===== config.mk =====
export PLATFORM = sky130hd
export DESIGN_NAME = serial_irq_ctrl
export DESIGN_NICKNAME = d
export VERILOG_FILES = /design/src/rtl/sivc_pkg.sv /design/src/rtl/sivc_ext_detect.sv /design/src/rtl/sivc_prio_arb.sv /design/src/rtl/serial_irq_ctrl.sv
export SDC_FILE = /design/constraint.sdc
export NUM_CORES = 1
export LEC_CHECK = 0
export ABC_AREA = 1
export BUFFER_PORTS_ARGS = -buffer_cell sky130_fd_sc_hd__buf_2
export CORE_MARGIN = 2
export CORE_UTILIZATION = 55
export CTS_BUF_LIST = sky130_fd_sc_hd__clkbuf_4
export CTS_CLUSTER_DIAMETER = 50
export DETAILED_ROUTE_END_ITERATION = 7
export GPL_ROUTABILITY_DRIVEN = 0
export HOLD_SLACK_MARGIN = 0.08
export PLACE_DENSITY = 0.87
export SYNTH_ARGS = -nofsm -noshare
export SYNTH_HDL_FRONTEND = slang
export SYNTH_HIERARCHICAL = 1
export SYNTH_SLANG_ARGS = --single-unit
export TNS_END_PERCENT = 30

===== constraint.sdc =====
create_clock -name clk -period 6.3 [get_ports clk]
set_input_delay 0.63 -clock clk [delete_from_list [all_inputs] [get_ports clk]]
set_output_delay 0.63 -clock clk [all_outputs]
set_load 0.01 [all_outputs]

===== src/rtl/sivc_pkg.sv =====
package sivc_pkg;

    localparam int NUM_CH     = 2;
    localparam int SRC_PER_CH = 3;
    localparam int NUM_SRC    = NUM_CH * SRC_PER_CH;
    localparam int SRC_W      = $clog2(NUM_SRC);
    localparam int CODE_W     = 3;
    localparam int LINES_W    = 3;

    // source offset inside one channel (also the rank inside the channel)
    localparam int OFS_RX  = 0;
    localparam int OFS_TX  = 1;
    localparam int OFS_EXT = 2;

    typedef enum logic [1:0] {
        MODE_ASYNC    = 2'b00,
        MODE_BYTESYNC = 2'b01,
        MODE_BITSYNC  = 2'b10,
        MODE_RSVD     = 2'b11
    } ch_mode_e;

    // type field of the vector code
    localparam logic [1:0] TY_TX   = 2'b00;
    localparam logic [1:0] TY_EXT  = 2'b01;
    localparam logic [1:0] TY_RX   = 2'b10;
    localparam logic [1:0] TY_SPEC = 2'b11;

    function automatic logic [CODE_W-1:0] src_code(input logic [SRC_W-1:0] idx,
                                                   input logic special);
        logic [1:0] ty;
        int unsigned ch;
        int unsigned ofs;
        ch  = int'(idx) / SRC_PER_CH;
        ofs = int'(idx) % SRC_PER_CH;
        case (ofs)
            OFS_RX:  ty = special ? TY_SPEC : TY_RX;
            OFS_TX:  ty = TY_TX;
            default: ty = TY_EXT;
        endcase
        return {(ch == 0), ty};
    endfunction

endpackage


===== src/rtl/sivc_ext_detect.sv =====
module sivc_ext_detect
    import sivc_pkg::*;
(
    input  logic               clk,
    input  logic               rst_n,
    input  logic [1:0]         mode,
    input  logic [LINES_W-1:0] lines,
    input  logic               brk,
    input  logic               abrt,
    input  logic               undr,
    input  logic               rearm,
    output logic               event_o
);

    typedef struct packed {
        logic [LINES_W-1:0] snap;
        logic               latched;
        logic               primed;
    } det_t;

    det_t st_d, st_q;
    logic mode_evt;

    always_comb begin
        st_d     = st_q;
        event_o  = 1'b0;
        mode_evt = (brk  && (mode == MODE_ASYNC)) ||
                   (abrt && (mode == MODE_BITSYNC)) ||
                   (undr && ((mode == MODE_BYTESYNC) || (mode == MODE_BITSYNC)));
        if (rearm) begin
            st_d.latched = 1'b0;
            st_d.snap    = lines;
            st_d.primed  = 1'b1;
        end else if (!st_q.primed) begin
            st_d.snap   = lines;
            st_d.primed = 1'b1;
        end else if (!st_q.latched) begin
            if ((lines != st_q.snap) || mode_evt) begin
                event_o      = 1'b1;
                st_d.latched = 1'b1;
            end
            st_d.snap = lines;
        end
    end

    always_ff @(posedge clk) begin
        if (!rst_n) begin
            st_q <= '0;
        end else begin
            st_q <= st_d;
        end
    end

endmodule


===== src/rtl/sivc_prio_arb.sv =====
module sivc_prio_arb
    import sivc_pkg::*;
(
    input  logic [NUM_SRC-1:0] pending,
    input  logic [NUM_SRC-1:0] inserv,
    output logic               win_valid,
    output logic [SRC_W-1:0]   win_idx,
    output logic               svc_valid,
    output logic [SRC_W-1:0]   svc_idx,
    output logic               request
);

    logic [NUM_SRC-1:0] eligible;

    always_comb begin
        eligible  = pending & ~inserv;
        win_valid = 1'b0;
        win_idx   = '0;
        svc_valid = 1'b0;
        svc_idx   = '0;
        // scan from lowest rank up so the top-ranked (lowest index) wins
        for (int i = NUM_SRC - 1; i >= 0; i--) begin
            if (eligible[i]) begin
                win_valid = 1'b1;
                win_idx   = SRC_W'(i);
            end
            if (inserv[i]) begin
                svc_valid = 1'b1;
                svc_idx   = SRC_W'(i);
            end
        end
        request = win_valid && (!svc_valid || (win_idx < svc_idx));
    end

endmodule


===== src/rtl/serial_irq_ctrl.sv =====
module serial_irq_ctrl
    import sivc_pkg::*;
#(
    parameter int VEC_W = 8
) (
    input  logic                  clk,
    input  logic                  rst_n,
    input  logic                  base_we,
    input  logic [VEC_W-1:0]      base_din,
    input  logic                  ack_rd,
    input  logic                  eoi,
    input  logic [NUM_CH-1:0]     rx_ready,
    input  logic [NUM_CH-1:0]     rx_special,
    input  logic [NUM_CH-1:0]     tx_empty,
    input  logic [2*NUM_CH-1:0]   ch_mode,
    input  logic [NUM_CH-1:0]     dcd,
    input  logic [NUM_CH-1:0]     cts,
    input  logic [NUM_CH-1:0]     sync,
    input  logic [NUM_CH-1:0]     break_det,
    input  logic [NUM_CH-1:0]     abort_det,
    input  logic [NUM_CH-1:0]     tx_underrun,
    input  logic [NUM_CH-1:0]     ext_reset,
    output logic                  int_n,
    output logic [VEC_W-1:0]      vector
);

    localparam int CODE_LSB = 1;
    localparam int CODE_MSB = CODE_LSB + CODE_W - 1;
    localparam logic [VEC_W-1:0] CODE_MASK = VEC_W'(((1 << CODE_W) - 1) << CODE_LSB);

    typedef struct packed {
        logic [NUM_SRC-1:0] pending;
        logic [NUM_SRC-1:0] inserv;
        logic [NUM_CH-1:0]  special;
        logic [VEC_W-1:0]   base;
        logic [VEC_W-1:0]   vec;
    } ctl_t;

    ctl_t ctl_d, ctl_q;

    logic [NUM_CH-1:0] ext_evt;
    logic              win_valid;
    logic [SRC_W-1:0]  win_idx;
    logic              svc_valid;
    logic [SRC_W-1:0]  svc_idx;
    logic              request;
    logic              ack_fire;
    logic [CODE_W-1:0] win_code;

    for (genvar c = 0; c < NUM_CH; c++) begin : g_ext
        sivc_ext_detect u_ext (
            .clk     (clk),
            .rst_n   (rst_n),
            .mode    (ch_mode[2*c +: 2]),
            .lines   ({sync[c], cts[c], dcd[c]}),
            .brk     (break_det[c]),
            .abrt    (abort_det[c]),
            .undr    (tx_underrun[c]),
            .rearm   (ext_reset[c]),
            .event_o (ext_evt[c])
        );
    end

    sivc_prio_arb u_arb (
        .pending   (ctl_q.pending),
        .inserv    (ctl_q.inserv),
        .win_valid (win_valid),
        .win_idx   (win_idx),
        .svc_valid (svc_valid),
        .svc_idx   (svc_idx),
        .request   (request)
    );

    always_comb begin
        ctl_d    = ctl_q;
        ack_fire = ack_rd && request;
        win_code = src_code(win_idx, ctl_q.special[int'(win_idx) / SRC_PER_CH]);

        // retire the highest cause in service
        if (eoi && svc_valid) begin
            ctl_d.inserv[svc_idx] = 1'b0;
        end

        // acknowledge: winner leaves pending, enters service, vector built
        if (ack_fire) begin
            ctl_d.pending[win_idx] = 1'b0;
            ctl_d.inserv[win_idx]  = 1'b1;
            ctl_d.vec = (ctl_q.base & ~CODE_MASK) |
                        (VEC_W'(win_code) << CODE_LSB);
            if ((int'(win_idx) % SRC_PER_CH) == OFS_RX) begin
                ctl_d.special[int'(win_idx) / SRC_PER_CH] = 1'b0;
            end
        end

        // new causes are set last so a same-cycle event is never lost
        for (int c = 0; c < NUM_CH; c++) begin
            if (rx_ready[c]) begin
                ctl_d.pending[c*SRC_PER_CH + OFS_RX] = 1'b1;
                if (rx_special[c]) begin
                    ctl_d.special[c] = 1'b1;
                end
            end
            if (tx_empty[c]) begin
                ctl_d.pending[c*SRC_PER_CH + OFS_TX] = 1'b1;
            end
            if (ext_evt[c]) begin
                ctl_d.pending[c*SRC_PER_CH + OFS_EXT] = 1'b1;
            end
        end

        if (base_we) begin
            ctl_d.base = base_din;
        end
    end

    always_ff @(posedge clk) begin
        if (!rst_n) begin
            ctl_q <= '0;
        end else begin
            ctl_q <= ctl_d;
        end
    end

    assign int_n  = ~request;
    assign vector = ctl_q.vec;

endmodule



==> flow_summary.yaml <==
floorplan:
  dieWidth_um: 63.9
  num_rows: 21
  start_util_pct: 58.2
  io_pins: 46
  die_y_um: 63.9
  coreArea_um2: 3390
  die-area_um2: 4080
clock_tree:
  worst_skew_pair.late_latency_ns: 0.33
  cts_resized: 0
  clockRootBuffer: "clkbuf_4"
  cts_setup_buffers: 0
  cts.clk_slew.worst_paths_ns: 0.11
  cts_tree: "built"
  cts.sinks: 37
  clock_path_buffers: 2
  cts_buffers: 5
  cts_hold_buf: 0
  htree_levels: 2
worst_setup_path:
  worstPathMaxFanout: 6
  rr_endpoint: "ctl_q[17]"
  path_buf_inv: 4
  cp-startpoint: "ctl_q[18]"
  cpPeakStageDelay_ns: 0.43
  cp.depth: 12
  critPathCaptureType: "output port"
  reg2reg_setup_slack_ns: 3.61
  arrival_ns: 2.33
  crit_family: "simple AND/OR/NAND/NOR gates"
  required_ns: 5.67
  critical_path_class: "flop to output port"
  cpMaxStageDelayCell: "dfxtp_1"
  regToRegStartpoint: "ctl_q[18]"
  reg2reg_depth: 17
  crit_end: "int_n"
  crit_chain: "inv_1 -> nand2_1 -> nand2_1 -> nor2_1 -> inv_1 -> nor2_1 -> ha_1 -> a21oi_1 -> nand2_1 -> a21oi_2 -> inv_1 -> buf_2"
  startpoint_type: "flop"
yosys:
  yosysWarnings: 6
  netlist_area_um2: 1970
  postSynthCellCount: 297
  avgSynthCellArea_um2: 6.64
  syn_nets: 342
pwr:
  ir_drop_mv: 0.188
  cellPowerDensity_nw_per_um2: 266
  leakage_nw: 1.15
sta:
  setup-violations-final: 0
  rsz0062_at_grt: "no"
  hold_viol: 0
  drv_slew: 0
  finalSetupTns_ns: 0
  fin_skew_ns: 0.0111
  fin_crit_ns: 2.96
  fmax_ghz: 0.338
  post-route-period-util_pct: 46.9
  timing.hold.ws_ns: 0.470
cells_and_area:
  antenna_cells: 0
  layout.nets: 381
  mostFrequentLayoutCells: "70 x nand2_1, 47 x nor2_1, 42 x buf_2"
  drive_above_1_share_pct: 20.8
  syn_to_final_growth_pct: 14.1
  layout_commonest_cell: "nand2_1"
  multi_input_area_um2: 977
  seqCellArea_um2: 741
  fillers: 311
grt:
  grt_max_degree: 24
  grt_use_total_pct: 20.7
  antenna_found_initial: 0
  grt_pass1_wl_um: 6820
  overflow: 0
  grt_pass1_vias: 1742
routing:
  wl_per_cell_um: 9.96
  vias: 1837
  drc: 0
  finalWirelength_um: 3820
  drtAntennaViolNets: 0
  drtIter0Drc: 93
  vias_per_cell: 4.80
  first_pass_iters: 5
place:
  portBuffers: 42
  dp_hpwl_um: 3060
outcome:
  status: "completed"
min_path:
  hold_class: "flop to flop"
  min_delay_path_depth: 2
flow_run:
  max-cap-violations: 0
## report_power, final
part / internal (mW) / switching (mW)
clock: 0.0822 / 0.0751
sequential: 0.257 / 0.0137
combinational: 0.0674 / 0.103
total: 0.407 / 0.191
## cell type report
| cell class | instances | area share [%] |
|---|---|---|
| clock inverters | 3 | 1.83 |
| flip-flops and latches | 37 | 32.9 |
| multi-input cells | 204 | 43.4 |
| repair buffers | 42 | 9.34 |
| inverters | 46 | 8.28 |
| well taps | 46 | 2.56 |
| clock buffers | 5 | 1.67 |
## per-stage QoR
| step | worst slack (ns) | cell area [µm²] | cells | total power, mW | util, % |
|---|---|---|---|---|---|
| after global placement | 3.68 | 2170 | 375 | 0.441 | 64.1 |
| after floorplan | 3.96 | 1970 | 297 | 0.411 | - |
| after CTS | 3.35 | 2250 | 383 | 0.603 | 66.4 |
| after detailed placement | 3.64 | 2170 | 375 | 0.446 | 64.1 |
| after global routing | 3.11 | 2250 | 383 | 0.644 | 66.4 |
| final | 3.34 | 2250 | 383 | 0.598 | 66.4 |
## worst reg2reg max path, delay by kind of cell (launching register included)
family	cells	cell delay [ns]
flip-flops	1	0.43
adder cells (fa/ha/maj)	1	0.33
AND/OR/NAND/NOR	10	1.09
AO/OA/AOI/OAI	3	0.35
buffers and inverters	3	0.37
## per-layer routing
metal  wire (µm)  track usage [%]  vias to the layer above  share of wire, %
met5           0                0                        -                 0
met4          58             8.97                        0               1.5
met3         138             3.87                        7               3.6
met2        1820             36.5                       35                48
met1        1800             24.3                      801                47
li1            -                -                      994                 -
## worst min-delay path by stage
stage,from,end
2_1_floorplan,ctl_q[16],ctl_q[16]
3_3_place_gp,ctl_q[16],ctl_q[16]
3_5_place_dp,ctl_q[16],ctl_q[16]
4_1_cts,ctl_q[16],ctl_q[16]
5_1_grt,base_din[0],ctl_q[8]
6_report,ctl_q[16],ctl_q[16]
## registers in the layout, indices dropped and copies added (netlist names)
register and flops:
ctl_q 19, vector 8, g_ext.u_ext/st_q 10
No activity file was read; power rests on OpenSTA's default activity.
